File: src/rtl/tlb_pkg.sv
package tlb_pkg;
   // Flag positions inside a page-table word (frame number sits in the top bits)
   localparam int PTE_VALID = 0;
   localparam int PTE_DIRTY = 1;
   localparam int PTE_RD    = 2;
   localparam int PTE_WR    = 3;
   localparam int PTE_FLAGS = 4;

   typedef enum logic [1:0] {
      ST_IDLE,
      ST_FETCH,
      ST_WBACK,
      ST_RETRY
   } walk_state_t;
endpackage

File: src/rtl/tlb_match.sv
module tlb_match #(
   parameter int ENTRIES = 8,
   parameter int VPN_W   = 20
) (
   input  logic [VPN_W-1:0]                vpn,
   input  logic [ENTRIES-1:0]              ent_v,
   input  logic [ENTRIES-1:0][VPN_W-1:0]   ent_vpn,
   output logic [ENTRIES-1:0]              match_vec,
   output logic                            match_any,
   output logic [$clog2(ENTRIES)-1:0]      match_idx
);
   localparam int IDX_W = $clog2(ENTRIES);

   for (genvar g = 0; g < ENTRIES; g++) begin : g_cmp
      assign match_vec[g] = ent_v[g] && (ent_vpn[g] == vpn);
   end

   assign match_any = |match_vec;

   always_comb begin
      match_idx = '0;
      for (int i = ENTRIES - 1; i >= 0; i--) begin
         if (match_vec[i]) match_idx = IDX_W'(i);
      end
   end
endmodule

File: src/rtl/tlb_victim.sv
module tlb_victim #(
   parameter int ENTRIES     = 8,
   parameter bit EMPTY_FIRST = 1'b1
) (
   input  logic [ENTRIES-1:0]          ent_v,
   input  logic [ENTRIES-1:0]          match_vec,
   input  logic [$clog2(ENTRIES)-1:0]  rr_ptr,
   output logic [$clog2(ENTRIES)-1:0]  victim_idx,
   output logic                        take_rr
);
   localparam int IDX_W = $clog2(ENTRIES);

   logic             has_match;
   logic [IDX_W-1:0] m_idx;

   always_comb begin
      has_match = 1'b0;
      m_idx     = '0;
      for (int i = ENTRIES - 1; i >= 0; i--) begin
         if (match_vec[i]) begin
            has_match = 1'b1;
            m_idx     = IDX_W'(i);
         end
      end
   end

   if (EMPTY_FIRST) begin : g_empty_first
      logic             has_empty;
      logic [IDX_W-1:0] e_idx;
      always_comb begin
         has_empty = 1'b0;
         e_idx     = '0;
         for (int i = ENTRIES - 1; i >= 0; i--) begin
            if (!ent_v[i]) begin
               has_empty = 1'b1;
               e_idx     = IDX_W'(i);
            end
         end
      end
      assign take_rr    = !has_match && !has_empty;
      assign victim_idx = has_match ? m_idx : (has_empty ? e_idx : rr_ptr);
   end else begin : g_rr_only
      logic unused_v;
      assign unused_v   = ^ent_v;
      assign take_rr    = !has_match;
      assign victim_idx = has_match ? m_idx : rr_ptr;
   end
endmodule

File: src/rtl/tlb_refill.sv
module tlb_refill
   import tlb_pkg::*;
#(
   parameter int VA_W        = 32,
   parameter int PA_W        = 32,
   parameter int PAGE_BITS   = 12,
   parameter int ENTRIES     = 8,
   parameter int PTE_W       = 32,
   parameter bit EMPTY_FIRST = 1'b1
) (
   input  logic              clk,
   input  logic              rst_n,
   input  logic              flush,
   input  logic [PA_W-1:0]   pt_base,
   input  logic              req_valid,
   output logic              req_ready,
   input  logic              req_write,
   input  logic [VA_W-1:0]   req_vaddr,
   output logic              rsp_valid,
   output logic [PA_W-1:0]   rsp_paddr,
   output logic              fault_valid,
   output logic              deny_valid,
   output logic [VA_W-1:0]   fault_vaddr,
   output logic              mem_req,
   output logic              mem_we,
   output logic [PA_W-1:0]   mem_addr,
   output logic [PTE_W-1:0]  mem_wdata,
   input  logic [PTE_W-1:0]  mem_rdata,
   input  logic              mem_ack
);
   localparam int VPN_W     = VA_W - PAGE_BITS;
   localparam int FRAME_W   = PA_W - PAGE_BITS;
   localparam int IDX_W     = $clog2(ENTRIES);
   localparam int PTE_SHIFT = $clog2(PTE_W / 8);

   if (ENTRIES < 2 || (ENTRIES & (ENTRIES - 1)) != 0) begin : g_bad_entries
      $error("ENTRIES must be a power of two of at least 2");
   end
   if (PTE_W < FRAME_W + PTE_FLAGS || (PTE_W % 8) != 0) begin : g_bad_pte
      $error("PTE_W must be whole bytes and hold the frame and flag bits");
   end
   if (VA_W <= PAGE_BITS || PA_W <= PAGE_BITS) begin : g_bad_page
      $error("address widths must exceed PAGE_BITS");
   end

   walk_state_t                       state_q;
   logic [VA_W-1:0]                   vaddr_q;
   logic                              wr_q;
   logic [IDX_W-1:0]                  vic_q, rr_q;
   logic [PTE_W-1:0]                  new_pte_q;
   logic [ENTRIES-1:0]                ent_v;
   logic [ENTRIES-1:0][VPN_W-1:0]     ent_vpn;
   logic [ENTRIES-1:0][PTE_W-1:0]     ent_pte;

   logic [VA_W-1:0]    look_vaddr;
   logic               look_wr;
   logic [ENTRIES-1:0] match_vec;
   logic               match_any;
   logic [IDX_W-1:0]   match_idx;
   logic [PTE_W-1:0]   sel_pte;
   logic               hit;
   logic [IDX_W-1:0]   victim_idx;
   logic               take_rr;
   logic               wb_needed;
   logic               do_hit;
   logic [VPN_W-1:0]   mem_vpn;

   assign req_ready  = (state_q == ST_IDLE);
   assign look_vaddr = req_ready ? req_vaddr : vaddr_q;
   assign look_wr    = req_ready ? req_write : wr_q;

   tlb_match #(.ENTRIES(ENTRIES), .VPN_W(VPN_W)) u_match (
      .vpn       (look_vaddr[VA_W-1:PAGE_BITS]),
      .ent_v     (ent_v),
      .ent_vpn   (ent_vpn),
      .match_vec (match_vec),
      .match_any (match_any),
      .match_idx (match_idx)
   );

   tlb_victim #(.ENTRIES(ENTRIES), .EMPTY_FIRST(EMPTY_FIRST)) u_victim (
      .ent_v      (ent_v),
      .match_vec  (match_vec),
      .rr_ptr     (rr_q),
      .victim_idx (victim_idx),
      .take_rr    (take_rr)
   );

   assign sel_pte   = ent_pte[match_idx];
   assign hit       = match_any && (look_wr ? sel_pte[PTE_WR] : sel_pte[PTE_RD]);
   assign wb_needed = ent_v[victim_idx] && ent_pte[victim_idx][PTE_DIRTY];
   assign do_hit    = hit && ((req_ready && req_valid) || state_q == ST_RETRY);

   assign mem_req   = (state_q == ST_FETCH) || (state_q == ST_WBACK);
   assign mem_we    = (state_q == ST_WBACK);
   assign mem_vpn   = mem_we ? ent_vpn[vic_q] : vaddr_q[VA_W-1:PAGE_BITS];
   assign mem_addr  = pt_base + (PA_W'(mem_vpn) << PTE_SHIFT);
   assign mem_wdata = ent_pte[vic_q];

   always_ff @(posedge clk) begin
      if (!rst_n) begin
         state_q     <= ST_IDLE;
         vaddr_q     <= '0;
         wr_q        <= 1'b0;
         vic_q       <= '0;
         rr_q        <= '0;
         new_pte_q   <= '0;
         ent_v       <= '0;
         ent_vpn     <= '0;
         ent_pte     <= '0;
         rsp_valid   <= 1'b0;
         rsp_paddr   <= '0;
         fault_valid <= 1'b0;
         deny_valid  <= 1'b0;
         fault_vaddr <= '0;
      end else begin
         rsp_valid   <= 1'b0;
         fault_valid <= 1'b0;
         deny_valid  <= 1'b0;

         if (do_hit) begin
            rsp_valid <= 1'b1;
            rsp_paddr <= {sel_pte[PTE_W-1 -: FRAME_W], look_vaddr[PAGE_BITS-1:0]};
            if (look_wr) ent_pte[match_idx][PTE_DIRTY] <= 1'b1;
         end

         case (state_q)
            ST_IDLE: begin
               if (req_valid && !hit) begin
                  vaddr_q <= req_vaddr;
                  wr_q    <= req_write;
                  state_q <= ST_FETCH;
               end
            end
            ST_FETCH: begin
               if (mem_ack) begin
                  if (mem_rdata[PTE_VALID]) begin
                     vic_q <= victim_idx;
                     if (take_rr) rr_q <= rr_q + 1'b1;
                     if (wb_needed) begin
                        new_pte_q <= mem_rdata;
                        state_q   <= ST_WBACK;
                     end else begin
                        ent_v[victim_idx]   <= 1'b1;
                        ent_vpn[victim_idx] <= vaddr_q[VA_W-1:PAGE_BITS];
                        ent_pte[victim_idx] <= mem_rdata;
                        state_q             <= ST_RETRY;
                     end
                  end else begin
                     fault_valid <= 1'b1;
                     fault_vaddr <= vaddr_q;
                     state_q     <= ST_IDLE;
                  end
               end
            end
            ST_WBACK: begin
               if (mem_ack) begin
                  ent_v[vic_q]   <= 1'b1;
                  ent_vpn[vic_q] <= vaddr_q[VA_W-1:PAGE_BITS];
                  ent_pte[vic_q] <= new_pte_q;
                  state_q        <= ST_RETRY;
               end
            end
            default: begin
               if (!hit) begin
                  deny_valid  <= 1'b1;
                  fault_vaddr <= vaddr_q;
               end
               state_q <= ST_IDLE;
            end
         endcase

         if (flush) ent_v <= '0;
      end
   end
endmodule

File: config.mk
export PLATFORM = sky130hd
export DESIGN_NAME = tlb_refill
export DESIGN_NICKNAME = d
export VERILOG_FILES = /design/src/rtl/tlb_pkg.sv /design/src/rtl/tlb_match.sv /design/src/rtl/tlb_victim.sv /design/src/rtl/tlb_refill.sv
export SDC_FILE = /design/constraint.sdc
export NUM_CORES = 2
export LEC_CHECK = 0
export ABC_AREA = 0
export ABC_CLOCK_PERIOD_IN_PS = 8450
export BUFFER_PORTS_ARGS = -buffer_cell sky130_fd_sc_hd__buf_4
export CAP_MARGIN = 15
export CORE_MARGIN = 2
export CORE_UTILIZATION = 55
export CTS_BUF_LIST = sky130_fd_sc_hd__clkbuf_8 sky130_fd_sc_hd__clkbuf_16
export DETAILED_ROUTE_END_ITERATION = 12
export GPL_ROUTABILITY_DRIVEN = 0
export PLACE_DENSITY = 0.73
export SLEW_MARGIN = 10
export SYNTH_ARGS = -nofsm -noshare
export SYNTH_HDL_FRONTEND = slang
export SYNTH_HIERARCHICAL = 1
export SYNTH_SLANG_ARGS = --single-unit
File: constraint.sdc
create_clock -name clk -period 8.45 [get_ports clk]
set_clock_uncertainty 0.15 [all_clocks]
set_input_delay 1.69 -clock clk [delete_from_list [all_inputs] [get_ports clk]]
set_output_delay 1.69 -clock clk [all_outputs]
set_load 0.03 [all_outputs]
==> run_results.csv <==
group,metric,value,unit
timing,min_period_over_period,0.917,
final_layout,final_util,0.619,
status,outcome,"complete, no violations",
timing,relSlewSlack,0.180,
global_routing,grt_pass1_wl,191000,um
setup_path,crit_top_cell,"buf_4",
timing,maxSlewViolCount,0,
route,via_per_inst,6.77,
setup_path,r2r_slack,1.18,ns
yosys,ys.flop_type,"dfxtp_1",
setup_path,crit_path_start_kind,"flop",
yosys,ys_ff_latch,564,
cts,ctsResizeCount,0,
route,first_iter_violations,4325,
cts,cts.clk_slew.worst_paths,0.06,ns
floorplanning,die_area,0.0677,mm^2
route,num_vias,33600,
global_routing,grtUsageTotal,0.360,
yosys,yosysUniqueCellTypes,79,
floorplanning,core-area,0.0647,mm^2
timing,clock.fmax,129,MHz
route,ant_nets,0,
yosys,syn_inst,4090,
yosys,yosys_warnings,6,
route,wirelength,127000,um
global_routing,antenna_found_initial,5,
power,vdd_drop_max,0.000128,V
final_layout,layout.nets,4188,
timing,rsz0062_at_grt,"false",
final_layout,area_delta_synth_final,11.0,%
floorplanning,std_cell_rows,93,
floorplanning,start_util,0.558,
timing,worstMarginPinSlew,1.22,ns
setup_path,cp.buffers_inverters,2,
cts,cts_tree,"built",
power,powerDensity,189,mW/mm^2
setup_path,cpMaxStageDelayCell,"dfxtp_2",
setup_path,critPathRequiredTime,6.61,ns
timing,fin_tns_setup,0,ns
setup_path,crit_chain,"buf_4, nor2b_1, nand2_1, o211ai_1, o21ai_0, a31oi_1, ha_1, a21o_1, a31o_2, o311ai_0, nor3b_1, nor4_1, a311o_1, buf_4",
setup_path,critPathCaptureType,"primary output",
cts,clk_latency,0.62,ns
cts,root_buffer,"clkbuf_16",
yosys,synth_area,0.0361,mm^2
route,wire_per_inst,25.5,um
yosys,synth_fp_nets,4218,
cts,ctsLongestPathBuffers,3,
place,numPortBuffers,231,
yosys,synth_edf_count,0,
job,cap_viol_max_count,0,
cts,clkSinkCount,564,
setup_path,critPathArrivalTime,5.91,ns
floorplanning,die-width,260,um
power,p_total,7.59,mW
place,dp_hpwl,77100,um
floorplanning,fp.dieH,260,um
global_routing,grt.overflow.total,0,
hold_path,hold_class,"flop to flop",
timing,post-route-min-period,7.75,ns
cts,cts_setup_buffers,0,
global_routing,grt_max_degree,205,
global_routing,grt_pass1_vias,31400,
cts,cts_htree_levels,3,
timing,hold_viol_final,0,
setup_path,worstSetupPathType,"flop to primary output",
setup_path,cp_max_fo,27,
yosys,yosysSeqAreaShare,0.313,
cts,cts_hold_buf,0,
route,dr.pass1.iters,6,
cts,numCtsBuffers,66,
yosys,async_flop_share,0,
power,p_leak,16.8,nW
setup_path,cp_top_family,"compound AO/OA/AOI/OAI gates",
setup_path,slowest_delay,0.88,ns
yosys,synth.avg_cell_area,8.83,um^2
floorplanning,io-pin-count,236,
timing,setup_violations,0,
final_layout,layout-drive-gt1-share,0.193,
route,drc,0,
==> per-layer routing <==
layer	track usage	vias to the layer above	part of all wire
met5	0	-	0.00016
met4	0.208	4	0.063
met3	0.0811	519	0.11
met2	0.551	2045	0.44
met1	0.467	16100	0.39
li1	-	14900	-
==> metrics by stage <==
stage,hold slack [ns],area (um^2),cells,setup WS [ns]
final,0.322,40100,4967,0.697
after global routing,0.351,40100,4965,0.506
after CTS,0.315,40100,4964,0.881
after detailed placement,0.307,37800,4847,1.30
after global placement,0.302,37800,4847,1.34
after floorplan,0.292,36100,4090,1.99
==> flip-flops by register name, indices dropped and copies added, names as in the netlist, 2 cells and up <==
signal	count
ent_pte	256
ent_vpn	160
fault_vaddr	32
new_pte_q	32
rsp_paddr	32
vaddr_q	32
ent_v	8
rr_q	3
vic_q	3
state_q	2
==> synthesized netlist by cell type (87+ instances only) <==
cell      count  area [um^2]
a22oi_1     108          811
mux2_2      290         3270
a22o_1      266         2330
nand3_1      87          435
xnor2_1     117         1020
mux2i_1     491         4910
dfxtp_1     564        11300
o21ai_0     324         1620
a21oi_1     128          641
nand2_1     580         2180
clkbuf_1    234          878
nor2_1      153          574
==> cell type report <==
class / count / area, um^2
well taps: 855 / 1070
fillers: 5516 / 24600
inverters: 36 / 140
clock inverters: 27 / 223
clock buffers: 90 / 2040
diodes: 3 / 7.51
multi-input cells: 3092 / 23000
repair buffers: 300 / 2320
flip-flops and latches: 564 / 11300
==> power breakdown <==
group          switching [mW]  internal [mW]
Combinational            1.24          0.596
Clock                    1.20           1.80
Sequential             0.0529           2.70
==> layout by cell type (no fill, tap or decap), types with 12 or more instances in the layout <==
master | netlist | final
a21oi_1 | 128 | 128
nand2_1 | 580 | 577
buf_4 | 27 | 294
nor3_1 | 20 | 17
inv_1 | 35 | 47
a311oi_1 | 17 | 17
a22o_1 | 266 | 266
nor3b_1 | 19 | 17
o211ai_1 | 12 | 12
mux2i_1 | 491 | 491
nand3_1 | 87 | 85
a221oi_1 | 36 | 36
mux2_2 | 290 | 290
nand2b_1 | 18 | 18
o21ai_0 | 324 | 324
nor4_1 | 20 | 20
a22oi_1 | 108 | 108
nand4_1 | 47 | 47
xnor2_1 | 117 | 117
xor2_1 | 61 | 61
clkbuf_8 | 0 | 19
clkbuf_16 | 0 | 71
dfxtp_1 | 564 | 561
nor2_1 | 153 | 147
a211oi_1 | 31 | 31
mux4_2 | 39 | 39
a21o_1 | 14 | 14
a31oi_1 | 22 | 21
ha_1 | 25 | 23
==> kinds of logic after synthesis <==
family	after synthesis	synth area share
mux	821	0.251
simple gates	1022	0.129
fa+ha+maj	26	0.00922
buf+inv	434	0.0553
xor+xnor	178	0.0432
compound gates	1045	0.199
flops	564	0.313
==> tightest hold or removal path: stages (launching register included) <==
cell	delay (ns)
dfxtp_1	0.31
nand2_1	0.05
a21oi_1	0.05
==> final timing paths <==
check	start	endpoint	cells past startpoint
worst max-delay path	vic_q[1]$_SDFFE_PN0P_	mem_addr[19]	14
worst min-delay path	new_pte_q[1]$_SDFFE_PN0P_	new_pte_q[1]$_SDFFE_PN0P_	2
worst max register to register	state_q[0]$_SDFFE_PN0P_	rsp_paddr[22]$_SDFFE_PN0N_	18
worst min register to register	new_pte_q[1]$_SDFFE_PN0P_	new_pte_q[1]$_SDFFE_PN0P_	2
(Power assumes the default switching activity.)
